===== src/rtl/busclr_pkg.sv =====
package busclr_pkg;
  typedef enum logic [2:0] {
    ST_IDLE,
    ST_CHECK,
    ST_LOW,
    ST_WAIT_HI,
    ST_HIGH
  } clr_state_t;
endpackage


===== src/rtl/busclr_sync.sv =====
module busclr_sync #(
  parameter int STAGES = 2,
  parameter int WIDTH  = 2
) (
  input  logic             clk,
  input  logic             rst,
  input  logic [WIDTH-1:0] d,
  output logic [WIDTH-1:0] q
);
  logic [WIDTH-1:0] chain [STAGES];

  always_ff @(posedge clk) begin
    if (rst) begin
      for (int i = 0; i < STAGES; i++) chain[i] <= '1;
    end else begin
      chain[0] <= d;
      for (int i = 1; i < STAGES; i++) chain[i] <= chain[i-1];
    end
  end

  assign q = chain[STAGES-1];
endmodule


===== src/rtl/busclr_timer.sv =====
module busclr_timer #(
  parameter int HP_W = 8
) (
  input  logic            clk,
  input  logic            rst,
  input  logic [HP_W-1:0] half_period,
  input  logic            load,
  input  logic            dec,
  output logic            zero
);
  logic [HP_W-1:0] cnt;
  logic [HP_W-1:0] reload;

  always_comb begin
    if (half_period == '0) reload = '0;
    else reload = half_period - HP_W'(1);
  end

  always_ff @(posedge clk) begin
    if (rst) cnt <= '0;
    else if (load) cnt <= reload;
    else if (dec && cnt != '0) cnt <= cnt - HP_W'(1);
  end

  assign zero = (cnt == '0);
endmodule


===== src/rtl/busclr_fsm.sv =====
module busclr_fsm
  import busclr_pkg::*;
#(
  parameter int MAX_PULSES = 9,
  parameter int CNT_W      = 4
) (
  input  logic             clk,
  input  logic             rst,
  input  logic             enable,
  input  logic             clr_req,
  input  logic             one_shot,
  input  logic             xfer_req,
  input  logic             sda_s,
  input  logic             scl_s,
  input  logic             tmr_zero,
  output logic             tmr_load,
  output logic             tmr_dec,
  output logic             scl_oe,
  output logic             busy,
  output logic             done,
  output logic             fail,
  output logic [CNT_W-1:0] pulse_cnt,
  output logic             flag_clr,
  output logic             engine_rst,
  output logic             xfer_grant
);
  localparam logic [CNT_W-1:0] CAP = CNT_W'(MAX_PULSES);

  clr_state_t state;
  logic       en_q;
  logic       single;
  logic       seen_low;
  logic       auto_go;
  logic       clr_go;
  logic       shot_go;
  logic       at_cap;

  assign auto_go = enable && !en_q && !sda_s;
  assign clr_go  = enable && (state == ST_IDLE) && (clr_req || auto_go);
  assign shot_go = enable && (state == ST_IDLE) && !clr_go && one_shot;
  assign at_cap  = (pulse_cnt == CAP);
  assign busy    = (state != ST_IDLE);

  always_comb begin
    tmr_load = 1'b0;
    if (enable) begin
      case (state)
        ST_IDLE:    tmr_load = shot_go;
        ST_CHECK:   tmr_load = !sda_s && !at_cap;
        ST_WAIT_HI: tmr_load = scl_s && seen_low;
        default:    tmr_load = 1'b0;
      endcase
    end
  end

  assign tmr_dec = (state == ST_LOW) || (state == ST_HIGH);

  always_ff @(posedge clk) begin
    if (rst) begin
      state      <= ST_IDLE;
      en_q       <= 1'b0;
      single     <= 1'b0;
      seen_low   <= 1'b0;
      scl_oe     <= 1'b0;
      done       <= 1'b0;
      fail       <= 1'b0;
      pulse_cnt  <= '0;
      flag_clr   <= 1'b0;
      engine_rst <= 1'b0;
      xfer_grant <= 1'b0;
    end else begin
      en_q       <= enable;
      flag_clr   <= 1'b0;
      engine_rst <= 1'b0;
      xfer_grant <= xfer_req && enable && (state == ST_IDLE) && !clr_go && !shot_go;
      if (!enable) begin
        state  <= ST_IDLE;
        scl_oe <= 1'b0;
      end else begin
        case (state)
          ST_IDLE: begin
            if (clr_go || shot_go) begin
              single    <= shot_go;
              pulse_cnt <= '0;
              done      <= 1'b0;
              fail      <= 1'b0;
            end
            if (clr_go) begin
              state <= ST_CHECK;
            end else if (shot_go) begin
              state    <= ST_LOW;
              scl_oe   <= 1'b1;
              seen_low <= 1'b0;
            end
          end
          ST_CHECK: begin
            if (sda_s) begin
              done       <= 1'b1;
              engine_rst <= 1'b1;
              state      <= ST_IDLE;
            end else if (at_cap) begin
              fail  <= 1'b1;
              state <= ST_IDLE;
            end else begin
              state    <= ST_LOW;
              scl_oe   <= 1'b1;
              seen_low <= 1'b0;
            end
          end
          ST_LOW: begin
            if (!scl_s) seen_low <= 1'b1;
            if (tmr_zero) begin
              scl_oe <= 1'b0;
              state  <= ST_WAIT_HI;
            end
          end
          ST_WAIT_HI: begin
            if (!scl_s) seen_low <= 1'b1;
            if (scl_s && seen_low) state <= ST_HIGH;
          end
          ST_HIGH: begin
            if (tmr_zero) begin
              pulse_cnt <= pulse_cnt + CNT_W'(1);
              flag_clr  <= 1'b1;
              state     <= single ? ST_IDLE : ST_CHECK;
            end
          end
          default: state <= ST_IDLE;
        endcase
      end
    end
  end
endmodule


===== src/rtl/i2c_bus_clear.sv =====
module i2c_bus_clear #(
  parameter int HP_W        = 8,
  parameter int MAX_PULSES  = 9,
  parameter int SYNC_STAGES = 2,
  localparam int CNT_W      = $clog2(MAX_PULSES + 1)
) (
  input  logic             clk,
  input  logic             rst,
  input  logic             enable,
  input  logic             clr_req,
  input  logic             one_shot,
  input  logic [HP_W-1:0]  half_period,
  input  logic             sda_i,
  input  logic             scl_i,
  input  logic             xfer_req,
  output logic             scl_oe,
  output logic             sda_level,
  output logic             busy,
  output logic             done,
  output logic             fail,
  output logic [CNT_W-1:0] pulse_cnt,
  output logic             flag_clr,
  output logic             engine_rst,
  output logic             xfer_grant
);
  logic [1:0] line_s;
  logic       sda_s;
  logic       scl_s;
  logic       tmr_load;
  logic       tmr_dec;
  logic       tmr_zero;

  busclr_sync #(.STAGES(SYNC_STAGES), .WIDTH(2)) i_sync (
    .clk (clk),
    .rst (rst),
    .d   ({scl_i, sda_i}),
    .q   (line_s)
  );

  assign sda_s     = line_s[0];
  assign scl_s     = line_s[1];
  assign sda_level = sda_s;

  busclr_timer #(.HP_W(HP_W)) i_timer (
    .clk         (clk),
    .rst         (rst),
    .half_period (half_period),
    .load        (tmr_load),
    .dec         (tmr_dec),
    .zero        (tmr_zero)
  );

  busclr_fsm #(.MAX_PULSES(MAX_PULSES), .CNT_W(CNT_W)) i_fsm (
    .clk        (clk),
    .rst        (rst),
    .enable     (enable),
    .clr_req    (clr_req),
    .one_shot   (one_shot),
    .xfer_req   (xfer_req),
    .sda_s      (sda_s),
    .scl_s      (scl_s),
    .tmr_zero   (tmr_zero),
    .tmr_load   (tmr_load),
    .tmr_dec    (tmr_dec),
    .scl_oe     (scl_oe),
    .busy       (busy),
    .done       (done),
    .fail       (fail),
    .pulse_cnt  (pulse_cnt),
    .flag_clr   (flag_clr),
    .engine_rst (engine_rst),
    .xfer_grant (xfer_grant)
  );
endmodule


===== config.mk =====
export PLATFORM = sky130hd
export DESIGN_NAME = i2c_bus_clear
export DESIGN_NICKNAME = d
export VERILOG_FILES = /design/src/rtl/busclr_pkg.sv /design/src/rtl/busclr_sync.sv /design/src/rtl/busclr_timer.sv /design/src/rtl/busclr_fsm.sv /design/src/rtl/i2c_bus_clear.sv
export SDC_FILE = /design/constraint.sdc
export NUM_CORES = 1
export LEC_CHECK = 0
export BUFFER_PORTS_ARGS = -buffer_cell sky130_fd_sc_hd__buf_2
export CAP_MARGIN = 30
export CORE_UTILIZATION = 50
export CTS_CLUSTER_SIZE = 12
export DETAILED_ROUTE_END_ITERATION = 10
export GPL_ROUTABILITY_DRIVEN = 0
export PLACE_DENSITY = 0.8
export SYNTH_ARGS = -nofsm -noshare
export SYNTH_HDL_FRONTEND = slang
export SYNTH_SLANG_ARGS = --single-unit

===== constraint.sdc =====
create_clock -name clk -period 6.1 [get_ports clk]
set_clock_uncertainty 0.15 [all_clocks]
set_input_delay 1.22 -clock clk [delete_from_list [all_inputs] [get_ports clk]]
set_output_delay 1.22 -clock clk [all_outputs]
set_load 0.01 [all_outputs]

==> flow_summary.ini <==
[setup_path]
cp.required_ns = 6.23
criticalPathCategory = primary input to register
rr_endpoint = i_timer.cnt[2]
cp-end-kind = register
cp.arrival_ns = 2.92
timing.rr.start = i_fsm.state[2]
r2r_slack_ns = 3.55
crit_fanout = 16
cp-start-kind = primary input
r2r_cells = 5

[global_routing]
grt_first_pass_wirelength_microns = 5540
grt_max_degree = 20
gr-usage-all-layers = 0.2060
grt_pass1_vias = 1264
grt-ovfl-total = 0
antenna_found_initial = 0

[die]
start_util = 0.5333
die_y_microns = 59.30
coreArea_sq_mm = 0.003078
rows = 20
io_pins = 28
fp.dieW_microns = 59.30
dieArea_sq_mm = 0.003516

[pwr]
seq_power_share = 0.494
leakage_nw = 0.7470
clock_power_share = 0.315
p_sw_frac = 0.2765
cellInternalPower_mw = 0.2906
ir_worst_vdd_v = 0.00009337
p_comb_frac = 0.191
p_sw_mw = 0.1111
pwr_density_cell_mw_per_mm2 = 218.1

[hold_path]
whs_endpoint = i_sync.chain[0][3]
min_path_type = register to register
worstHoldStart = i_sync.chain[0][1]
min_path_cells = 1

[place]
io_buffers = 27
place_inst = 254
hpwlAfterDp_microns = 2498

[synth]
ys.flop_type = dfxtp_1
synth-seq-area-share = 0.3415
postSynthAreaPerCell_sq_um = 8.640
synth_edf_count = 0
ys_seq_elements = 28
ys_async_sr_fraction = 0
syn_nets = 212
yosys_warnings = 0
synthCells = 190
synth_cell_types = 54
syn-cell-area_sq_mm = 0.001642

[cts]
ctsResizeCount = 0
post_cts_buffers = 0
clk_latency_ns = 0.34
cts_hold_buf = 0
cts_tree = built
cts.clk_slew.worst_paths_ns = 0.16
clockBufferDepth = 2
clock-sinks = 28
cts_buffers = 3
htreeDepth = 1
clockRootBuffer = clkbuf_4

[finish]
syn2layout_area_growth_pct = 12.20
layout-drive-gt1-share = 0.2243
finalNonFillerCells = 258
fill_cells = 293
nNetsFinal = 237
antenna_cells = 0

[detailed_routing]
via_count = 1464
drtPass1Iterations = 4
wl_per_cell_microns = 13.07
drcViolationCount = 0
drtAntennaViolNets = 0
routed_wl_microns = 3373
drt-initial-drc-count = 89
vias_per_cell = 5.674

[timing]
rsz0062_at_grt = false
worstMarginPinSlew_ns = 0.9965
max_clock_freq_mhz = 358.2
slew_viol_final = 0
tns_ns = 0
period_share = 0.4577
hold_viol_final = 0
slew_headroom = 0.3317
finalCriticalPeriod_ns = 2.792
finalSetupViolCount = 0

[run_status]
status = completed

[job]
max-cap-violations = 0
[final cells by class]
class                      count  area (sq um)  area share
clock buffer                   3         22.52     0.01223
multi-input combinational    141         985.9      0.5353
clock inverter                 1         30.03     0.01630
tap                           44         55.05     0.02989
timing repair buffer          27         135.1     0.07337
inverter                      14         52.55     0.02853
sequential                    28         560.5      0.3043
[through the flow]
step / utilization / cell area [sq um] / worst slack [ns] / power [mW] / hold WS, ns
after floorplan: - / 1642 / 3.346 / 0.2605 / 0.2395
after global placement: 0.5813 / 1789 / 3.023 / 0.2769 / 0.2432
after detailed placement: 0.5813 / 1789 / 2.952 / 0.2781 / 0.2490
after CTS: 0.5984 / 1842 / 3.331 / 0.4021 / 0.2837
after global routing: 0.5984 / 1842 / 3.109 / 0.4192 / 0.2939
final: 0.5984 / 1842 / 3.308 / 0.4017 / 0.2823
[metal layers]
| layer | track usage | share of wire | wire length, microns | up-vias |
|---|---|---|---|---|
| met2 | 0.3258 | 0.45 | 1521 | 41 |
| met1 | 0.2849 | 0.49 | 1646 | 669 |
| met3 | 0.02838 | 0.043 | 146 | 6 |
| met4 | 0.07483 | 0.017 | 58 | 0 |
| li1 | - | - | - | 748 |
| met5 | 0 | 0 | 0 | - |
[worst max-delay path by stage]
stage,start,endpoint,slack (ns),depth (start not counted)
2_1_floorplan,half_period[4],i_timer.cnt[7],3.35,5
3_3_place_gp,enable,i_timer.cnt[0],3.02,6
3_5_place_dp,enable,i_timer.cnt[1],2.95,6
4_1_cts,enable,i_timer.cnt[7],3.33,6
5_1_grt,enable,i_timer.cnt[2],3.11,6
6_report,enable,i_timer.cnt[2],3.31,6
[placed cells by master, fill, tap and decap left out, drive strengths merged, types with 3 or more instances in the layout]
cell    Yosys  layout
a21oi      19      19
buf         4      27
clkbuf      3       3
dfxtp      28      28
ha          6       6
inv        14      14
nand2      10      10
nand2b      4       4
nand3       5       5
nor2       17      17
nor3b       4       4
nor4        5       5
o21ai       6       6
o31ai       3       3
or2         4       4
or3         8       8
or4         7       7
xnor2       4       4
xor2        5       5
[sequential cells by signal, summed over array words and instances, names as in the netlist]
signal	flops
i_fsm.done	1
i_fsm.en_q	1
i_fsm.engine_rst	1
i_fsm.fail	1
i_fsm.flag_clr	1
i_fsm.pulse_cnt	4
i_fsm.scl_oe	1
i_fsm.seen_low	1
i_fsm.single	1
i_fsm.state	3
i_fsm.xfer_grant	1
i_sync.chain	4
i_timer.cnt	8
[logic make-up after synthesis]
| kind of cell | synth area share |
|---|---|
| xor+xnor | 0.05259 |
| flops | 0.3415 |
| mux | 0.01905 |
| simple gates | 0.2805 |
| compound gates | 0.2028 |
| buf+inv | 0.05792 |
| fa+ha+maj | 0.04573 |
[synthesized netlist by cell type (2+ instances only)]
cell	instances	share of area
clkbuf_1	3	0.0069
or3_1	8	0.030
and4_1	2	0.011
a32oi_1	2	0.011
a211oi_1	2	0.0091
nor3_1	2	0.0061
o21ai_0	5	0.015
nand3_1	4	0.012
o31ai_1	2	0.0091
buf_4	2	0.0091
xnor2_1	4	0.021
nand2b_1	4	0.015
nor4b_2	2	0.018
xor2_1	4	0.021
a21oi_1	19	0.058
ha_1	6	0.046
nor2_1	17	0.039
nor3b_1	4	0.018
or4_1	6	0.027
or2_2	4	0.015
mux2i_1	2	0.012
o32a_1	2	0.012
nor4_1	4	0.015
nand2_1	10	0.023
inv_1	14	0.032
dfxtp_1	28	0.34
[worst max-delay path: stages]
cell	delay, ns
buf_2	0.12
nor4b_2	0.17
nor3b_1	0.19
o31ai_2	0.83
o21ai_0	0.20
a21oi_1	0.18
[power by group through the flow]
stage | logic (mW) | clock network [mW] | registers, mW
6_report | 0.0766 | 0.127 | 0.198
5_1_grt | 0.0853 | 0.134 | 0.200
4_1_cts | 0.0762 | 0.127 | 0.198
3_5_place_dp | 0.0757 | 0 | 0.202
3_3_place_gp | 0.0749 | 0 | 0.202
2_1_floorplan | 0.0605 | 0 | 0.200
Note: power is estimated with default switching activity, not from simulation.
